<file path="src/rtl/acc_alu_pkg.sv">
package acc_alu_pkg;

  typedef enum logic [3:0] {
    OP_NOP   = 4'd0,
    OP_LDINV = 4'd1,
    OP_CLR   = 4'd2,
    OP_ADD   = 4'd3,
    OP_SUB   = 4'd4,
    OP_AND   = 4'd5,
    OP_OR    = 4'd6,
    OP_ADDQ  = 4'd7,
    OP_SHL   = 4'd8,
    OP_SHR   = 4'd9,
    OP_ASR   = 4'd10,
    OP_ROL   = 4'd11,
    OP_DSHL  = 4'd12,
    OP_DASR  = 4'd13,
    OP_DROL  = 4'd14,
    OP_IDLE  = 4'd15
  } opT;

  typedef enum logic [2:0] {
    SRC_HOLD,
    SRC_INV,
    SRC_ZERO,
    SRC_SUM,
    SRC_LOGIC,
    SRC_SHIFT
  } srcT;

  typedef enum logic [1:0] {
    SH_LEFT  = 2'd0,
    SH_RIGHT = 2'd1,
    SH_ARITH = 2'd2,
    SH_ROT   = 2'd3
  } shKindT;

  typedef struct packed {
    srcT    src;
    logic   subtract;
    logic   useOr;
    shKindT shKind;
    logic   wide;
    logic   wrAr;
    logic   wrHr;
    logic   updZN;
    logic   updO;
    logic   updC;
  } ctrlT;

endpackage

</file>
<file path="src/rtl/acc_alu_ctrl.sv">
module acc_alu_ctrl
  import acc_alu_pkg::*;
(
  input  logic [3:0] opCode,
  output ctrlT       ctl
);

  opT op;
  assign op = opT'(opCode);

  always_comb begin
    ctl = '{src: SRC_HOLD, subtract: 1'b0, useOr: 1'b0, shKind: SH_LEFT,
            wide: 1'b0, wrAr: 1'b0, wrHr: 1'b0, updZN: 1'b0, updO: 1'b0,
            updC: 1'b0};
    case (op)
      OP_LDINV: begin
        ctl.src  = SRC_INV;
        ctl.wrAr = 1'b1;
      end
      OP_CLR: begin
        ctl.src   = SRC_ZERO;
        ctl.wrAr  = 1'b1;
        ctl.updZN = 1'b1;
      end
      OP_ADD, OP_SUB: begin
        ctl.src      = SRC_SUM;
        ctl.subtract = (op == OP_SUB);
        ctl.wrAr     = 1'b1;
        ctl.updZN    = 1'b1;
        ctl.updO     = 1'b1;
        ctl.updC     = 1'b1;
      end
      OP_AND, OP_OR: begin
        ctl.src   = SRC_LOGIC;
        ctl.useOr = (op == OP_OR);
        ctl.wrAr  = 1'b1;
        ctl.updZN = 1'b1;
      end
      OP_ADDQ: begin
        ctl.src  = SRC_SUM;
        ctl.wrAr = 1'b1;
      end
      OP_SHL, OP_SHR, OP_ASR, OP_ROL: begin
        ctl.src   = SRC_SHIFT;
        ctl.wrAr  = 1'b1;
        ctl.updZN = 1'b1;
        ctl.updC  = 1'b1;
        unique case (op)
          OP_SHL:  ctl.shKind = SH_LEFT;
          OP_SHR:  ctl.shKind = SH_RIGHT;
          OP_ASR:  ctl.shKind = SH_ARITH;
          default: ctl.shKind = SH_ROT;
        endcase
      end
      OP_DSHL, OP_DASR, OP_DROL: begin
        ctl.src   = SRC_SHIFT;
        ctl.wide  = 1'b1;
        ctl.wrAr  = 1'b1;
        ctl.wrHr  = 1'b1;
        ctl.updZN = 1'b1;
        ctl.updC  = 1'b1;
        unique case (op)
          OP_DSHL: ctl.shKind = SH_LEFT;
          OP_DASR: ctl.shKind = SH_ARITH;
          default: ctl.shKind = SH_ROT;
        endcase
      end
      default: ;
    endcase
  end

  always_comb begin
    assert (!(ctl.wrHr && !ctl.wide)) else $error("AST_HR_NEEDS_WIDE");
    assert (!(ctl.updO && !ctl.updZN)) else $error("AST_O_WITH_ZN");
  end

endmodule

</file>
<file path="src/rtl/acc_alu_shifter.sv">
module acc_alu_shifter
  import acc_alu_pkg::*;
#(
  parameter int W = 16
) (
  input  logic [W-1:0] hiIn,
  input  logic [W-1:0] loIn,
  input  shKindT       kind,
  input  logic         wide,
  output logic [W-1:0] hiOut,
  output logic [W-1:0] loOut,
  output logic         outBit
);

  localparam int PW = 2 * W;

  logic [PW-1:0] pairIn;
  logic [PW-1:0] pairOut;

  assign pairIn = {hiIn, loIn};

  always_comb begin
    pairOut = pairIn;
    outBit  = 1'b0;
    if (wide) begin
      case (kind)
        SH_LEFT: begin
          pairOut = {pairIn[PW-2:0], 1'b0};
          outBit  = pairIn[PW-1];
        end
        SH_RIGHT, SH_ARITH: begin
          pairOut = {pairIn[PW-1], pairIn[PW-1:1]};
          outBit  = pairIn[0];
        end
        default: begin
          pairOut = {pairIn[PW-2:0], pairIn[PW-1]};
          outBit  = pairIn[PW-1];
        end
      endcase
    end else begin
      case (kind)
        SH_LEFT: begin
          pairOut[PW-1:W] = {hiIn[W-2:0], 1'b0};
          outBit          = hiIn[W-1];
        end
        SH_RIGHT: begin
          pairOut[PW-1:W] = {1'b0, hiIn[W-1:1]};
          outBit          = hiIn[0];
        end
        SH_ARITH: begin
          pairOut[PW-1:W] = {hiIn[W-1], hiIn[W-1:1]};
          outBit          = hiIn[0];
        end
        default: begin
          pairOut[PW-1:W] = {hiIn[W-2:0], hiIn[W-1]};
          outBit          = hiIn[W-1];
        end
      endcase
    end
  end

  assign hiOut = pairOut[PW-1:W];
  assign loOut = pairOut[W-1:0];

endmodule

</file>
<file path="src/rtl/acc_alu_datapath.sv">
module acc_alu_datapath
  import acc_alu_pkg::*;
#(
  parameter int W = 16
) (
  input  logic         clk,
  input  logic         rstN,
  input  ctrlT         ctl,
  input  logic [W-1:0] busIn,
  output logic [W-1:0] arQ,
  output logic [W-1:0] hrQ,
  output logic         zQ,
  output logic         nQ,
  output logic         oQ,
  output logic         cQ
);

  logic [W-1:0] bOp;
  logic [W:0]   sum;
  logic         ovf;
  logic [W-1:0] logicRes;
  logic [W-1:0] shHi;
  logic [W-1:0] shLo;
  logic         shBit;
  logic [W-1:0] arNext;
  logic [W-1:0] hrNext;
  logic         zNext;
  logic         cNext;

  assign bOp = ctl.subtract ? ~busIn : busIn;
  assign sum = {1'b0, arQ} + {1'b0, bOp} + {{W{1'b0}}, ctl.subtract};
  assign ovf = (arQ[W-1] == bOp[W-1]) && (sum[W-1] != arQ[W-1]);
  assign logicRes = ctl.useOr ? (arQ | busIn) : (arQ & busIn);

  acc_alu_shifter #(.W(W)) shifter (
    .hiIn  (arQ),
    .loIn  (hrQ),
    .kind  (ctl.shKind),
    .wide  (ctl.wide),
    .hiOut (shHi),
    .loOut (shLo),
    .outBit(shBit)
  );

  always_comb begin
    hrNext = hrQ;
    case (ctl.src)
      SRC_INV:   arNext = ~busIn;
      SRC_ZERO:  arNext = '0;
      SRC_SUM:   arNext = sum[W-1:0];
      SRC_LOGIC: arNext = logicRes;
      SRC_SHIFT: begin
        arNext = shHi;
        hrNext = shLo;
      end
      default:   arNext = arQ;
    endcase
  end

  assign zNext = ctl.wide ? ({arNext, hrNext} == '0) : (arNext == '0);
  assign cNext = (ctl.src == SRC_SHIFT) ? shBit : sum[W];

  always_ff @(posedge clk) begin
    if (!rstN) begin
      arQ <= '0;
      hrQ <= '0;
      zQ  <= 1'b0;
      nQ  <= 1'b0;
      oQ  <= 1'b0;
      cQ  <= 1'b0;
    end else begin
      if (ctl.wrAr) arQ <= arNext;
      if (ctl.wrHr) hrQ <= hrNext;
      if (ctl.updZN) begin
        zQ <= zNext;
        nQ <= arNext[W-1];
      end
      if (ctl.updO) oQ <= ovf;
      if (ctl.updC) cQ <= cNext;
    end
  end

  AST_HR_WIDE_ONLY: assert property (@(posedge clk) disable iff (!rstN)
    !ctl.wrHr |=> $stable(hrQ)) else $error("AST_HR_WIDE_ONLY");
  AST_N_IS_SIGN: assert property (@(posedge clk) disable iff (!rstN)
    ctl.updZN |=> (nQ == arQ[W-1])) else $error("AST_N_IS_SIGN");
  AST_Z_NARROW: assert property (@(posedge clk) disable iff (!rstN)
    (ctl.updZN && !ctl.wide) |=> (zQ == (arQ == '0))) else $error("AST_Z_NARROW");
  AST_O_KEPT: assert property (@(posedge clk) disable iff (!rstN)
    !ctl.updO |=> $stable(oQ)) else $error("AST_O_KEPT");

endmodule

</file>
<file path="src/rtl/acc_ext_alu.sv">
module acc_ext_alu
  import acc_alu_pkg::*;
#(
  parameter int W = 16
) (
  input  logic         clk,
  input  logic         rstN,
  input  logic [3:0]   opCode,
  input  logic [W-1:0] busIn,
  output logic [W-1:0] arOut,
  output logic [W-1:0] hrOut,
  output logic         flagZ,
  output logic         flagN,
  output logic         flagO,
  output logic         flagC
);

  ctrlT ctl;

  acc_alu_ctrl ctrl (
    .opCode(opCode),
    .ctl   (ctl)
  );

  acc_alu_datapath #(.W(W)) dp (
    .clk  (clk),
    .rstN (rstN),
    .ctl  (ctl),
    .busIn(busIn),
    .arQ  (arOut),
    .hrQ  (hrOut),
    .zQ   (flagZ),
    .nQ   (flagN),
    .oQ   (flagO),
    .cQ   (flagC)
  );

  AST_IDLE_HOLD: assert property (@(posedge clk) disable iff (!rstN)
    (opCode == OP_NOP || opCode == OP_IDLE) |=>
      ($stable(arOut) && $stable(hrOut) && $stable({flagZ, flagN, flagO, flagC})))
    else $error("AST_IDLE_HOLD");
  AST_CLEAR_ZERO: assert property (@(posedge clk) disable iff (!rstN)
    (opCode == OP_CLR) |=> (arOut == '0 && flagZ && !flagN))
    else $error("AST_CLEAR_ZERO");
  AST_QUIET_ADD: assert property (@(posedge clk) disable iff (!rstN)
    (opCode == OP_ADDQ) |=> $stable({flagZ, flagN, flagO, flagC}))
    else $error("AST_QUIET_ADD");
  AST_INV_FLAGS: assert property (@(posedge clk) disable iff (!rstN)
    (opCode == OP_LDINV) |=> $stable({flagZ, flagN, flagO, flagC}))
    else $error("AST_INV_FLAGS");

endmodule

</file>
<file path="config.mk">
export PLATFORM = sky130hd
export DESIGN_NAME = acc_ext_alu
export DESIGN_NICKNAME = d
export VERILOG_FILES = /design/src/rtl/acc_alu_pkg.sv /design/src/rtl/acc_alu_ctrl.sv /design/src/rtl/acc_alu_shifter.sv /design/src/rtl/acc_alu_datapath.sv /design/src/rtl/acc_ext_alu.sv
export SDC_FILE = /design/constraint.sdc
export NUM_CORES = 1
export LEC_CHECK = 0
export BUFFER_PORTS_ARGS = -buffer_cell sky130_fd_sc_hd__buf_4
export CAP_MARGIN = 0
export CORE_ASPECT_RATIO = 1.25
export CORE_MARGIN = 10
export CORE_UTILIZATION = 50
export DETAILED_ROUTE_END_ITERATION = 8
export GPL_TIMING_DRIVEN = 0
export HOLD_SLACK_MARGIN = 0.06
export PLACE_DENSITY = 0.71
export SYNTH_ARGS = -nofsm -noshare
export SYNTH_HDL_FRONTEND = slang
export SYNTH_SLANG_ARGS = --single-unit
</file>
<file path="constraint.sdc">
create_clock -name clk -period 12.1 [get_ports clk]
set_input_delay 1.21 -clock clk [delete_from_list [all_inputs] [get_ports clk]]
set_output_delay 1.21 -clock clk [all_outputs]
set_load 0.1 [all_outputs]
</file>
==> flow_metrics.py <==
metrics = {
    "final_layout": {
        "seq_area_um2": 721,
        "drive_gt1_share_pct": 16.8,
        "final_common_cell": "buf_4",
        "areaGrowthSynthToFinish_pct": 16.3,
        "fin_nets": 620,
        "final_cell_mix": "buf_4 (58), nor2_1 (51), a21oi_1 (43), dfxtp_1 (36), o21ai_0 (33)",
        "multi_input_area_um2": 2870,
        "nFillCells": 714,
        "antenna_cells": 0,
    },
    "die": {
        "initial_core_util_pct": 51.7,
        "dieWidth_um": 98.3,
        "rows": 35,
        "ios": 58,
        "coreArea_um2": 7400,
        "die_y_um": 118,
        "die_area_um2": 11600,
    },
    "pwr": {
        "power_density_nw_per_um2": 108,
        "ir_drop_uv": 69.2,
        "leakage_nw": 1.90,
    },
    "sta": {
        "worstMarginPinSlew_ps": 920,
        "setup_violations": 0,
        "finalWorstSetupSlack_ps": 5950,
        "slew_viol_final": 0,
        "fin_crit_sh_pct": 50.8,
        "fmax_ghz": 0.163,
        "finalSetupTns_ps": 0,
        "rsz0062_at_grt": "no",
        "clock_skew_ps": 17.6,
        "slew_headroom_pct": 38.4,
        "hold_violations": 0,
        "period_needed_ps": 6150,
    },
    "clock_tree": {
        "cts_buffer_depth": 2,
        "htreeDepth": 2,
        "cts-buffers-inserted": 5,
        "cts_tree": "yes",
        "cts_root_buf": "clkbuf_8",
        "clock-sinks": 36,
        "cts_resized": 0,
        "clk_pin_slew_worst_paths_ps": 100,
        "cts_setup_buffers": 0,
        "worstSkewPairLatency_ps": 330,
        "cts_hold_buf": 0,
    },
    "placement": {
        "dp_slack_ps": 5740,
        "gp_congestion": 0.953,
        "dp_hpwl_um": 10900,
        "portBuffers": 56,
    },
    "route": {
        "wl_um": 14500,
        "drcViolationCount": 0,
        "avgRoutedWirePerCell_um": 21.7,
        "ant_nets": 0,
        "dr.pass1.iters": 6,
        "vias": 4556,
        "drt_iter0_markers": 527,
        "vias_per_cell": 6.81,
    },
    "yosys": {
        "synth_area_leader_cell": "dfxtp_1",
        "synth_compound_area_share_pct": 37.8,
        "yosys_register_bits": 36,
        "synth_edf_count": 0,
        "yosysSeqAreaShare_pct": 18.8,
        "synth-main-ff-cell": "dfxtp_1",
        "synthAdderAreaFrac_pct": 7.38,
        "yosys.area.top_type_share_pct": 18.8,
        "synth_area_per_cell_um2": 7.47,
        "muxShareOfSynthArea_pct": 2.87,
        "synth_nets": 557,
        "syn_inst": 513,
        "netlist_area_um2": 3830,
        "yosysUniqueCellTypes": 71,
        "synth_xor_area_share_pct": 4.57,
        "synth_async_sr_flop_share_pct": 0,
        "synth_top_family_by_area": "compound AO/OA/AOI/OAI gates",
        "yosys_warnings": 0,
        "synth_simple_gate_area_share_pct": 22.2,
        "yosys-top-cells-area": "dfxtp_1 (19%), ha_1 (6.9%), a21oi_1 (5.6%)",
    },
    "critical_path": {
        "slowest_delay_ps": 720,
        "slowest_stage": "nor3_2",
        "cp.arrival_ps": 6410,
        "crit_required_ps": 12360,
        "r2r_setup_slack_ps": 8820,
        "cp_max_fo": 10,
        "rr_startpoint": "dp.arQ[0]",
        "crit_buf_inv": 4,
        "end_kind": "flip-flop",
        "ff2ff_path_depth": 10,
        "reg2reg_to": "dp.zQ",
        "worstSetupPathType": "input pin to flip-flop",
        "cpLargestDelayFamily": "compound AO/OA/AOI/OAI gates",
        "crit_top_cell": "clkbuf_1",
        "start_kind": "input pin",
        "path_cells": "buf_4, clkbuf_1, clkbuf_1, nand2b_1, nor3_2, buf_2, xor2_1, ha_1, nor2b_1, o31ai_1, a21o_1, and3_1, o311ai_0, a221oi_1, nand4_1, o22ai_1",
    },
    "hold_path": {
        "whs_endpoint": "dp.zQ",
        "whs_path_depth": 2,
        "hp-class": "flip-flop to flip-flop",
        "hold_path.startpoint": "dp.zQ",
    },
    "grt": {
        "grt_max_degree": 14,
        "grt_pass1_vias": 4399,
        "gr-total-overflow": 0,
        "grt_first_pass_wirelength_um": 22500,
        "grt_usage_pct": 23.3,
        "antenna_found_initial": 0,
    },
    "job": {
        "cap_violations": 0,
    },
    "outcome": {
        "status": "complete, no violations",
    },
}
## logic make-up after synthesis
| logic type | count (synthesis) |
|---|---|
| AOI/OAI and AO/OA | 208 |
| and+or+nand+nor | 163 |
| buffers and inverters | 53 |
| DFF | 36 |
| adders and majority gates | 22 |
| xor gates and xnor gates | 20 |
| muxes | 11 |
## cell type report
class	count	share of cell area [%]
plain buffers	38	4.18
clock buffers	5	1.54
clock inverters	3	0.477
inverters	15	1.26
multi-input cells	424	64.3
flip-flops and latches	36	16.2
well taps	92	2.58
repair buffers	56	9.44
## flip-flops by register name, summed over array words and instances (netlist names)
name    count
dp.nQ       1
dp.arQ     16
dp.cQ       1
dp.oQ       1
dp.zQ       1
dp.hrQ     16
## worst min-delay path: stages, from the launching register on
cell and delay, ps:
dfxtp_1 330, nand2_1 50, o22ai_1 60
## where the power goes
group / switching [mW] / leakage [nW] / internal (mW)
clock: 0.0555 / 0.0445 / 0.0410
combinational: 0.165 / 1.56 / 0.0767
sequential: 0.0147 / 0.294 / 0.127
## layer usage
metal	track usage, %	share of wire (%)	up-vias
met2	38.4	47	281
li1	-	-	2087
met3	5.58	8.7	79
met5	0	0	-
met1	25.2	37	2109
met4	16.7	7.0	0
## cell usage after synthesis, types with 13 or more instances
| master | count |
|---|---|
| nor2_1 | 51 |
| ha_1 | 21 |
| inv_1 | 15 |
| o21ai_0 | 33 |
| nand3_1 | 15 |
| a211oi_1 | 18 |
| a21o_1 | 16 |
| xor2_1 | 18 |
| a21oi_1 | 43 |
| clkbuf_1 | 18 |
| nand2_1 | 29 |
| and2_1 | 13 |
| dfxtp_1 | 36 |
## worst max-delay path by stage
stage | cells past startpoint | startpoint | slack, ps | to
2_1_floorplan | 15 | opCode[2] | 7180 | dp.zQ
3_3_place_gp | 16 | opCode[2] | 5770 | dp.zQ
3_5_place_dp | 16 | opCode[2] | 5740 | dp.zQ
4_1_cts | 16 | opCode[2] | 6070 | dp.zQ
5_1_grt | 16 | opCode[2] | 5750 | dp.zQ
6_report | 16 | opCode[2] | 5950 | dp.zQ
## stage by stage
step,cells,power (mW),util [%],hold slack [ps],cell area [µm²]
global route,669,0.502,60.2,527,4460
global placement,661,0.377,59.0,462,4370
detailed placement,661,0.381,59.0,472,4370
CTS,669,0.477,60.2,484,4460
finish,669,0.480,60.2,481,4460
floorplan,513,0.318,-,894,3830
Power figures use the tool's default switching activity.
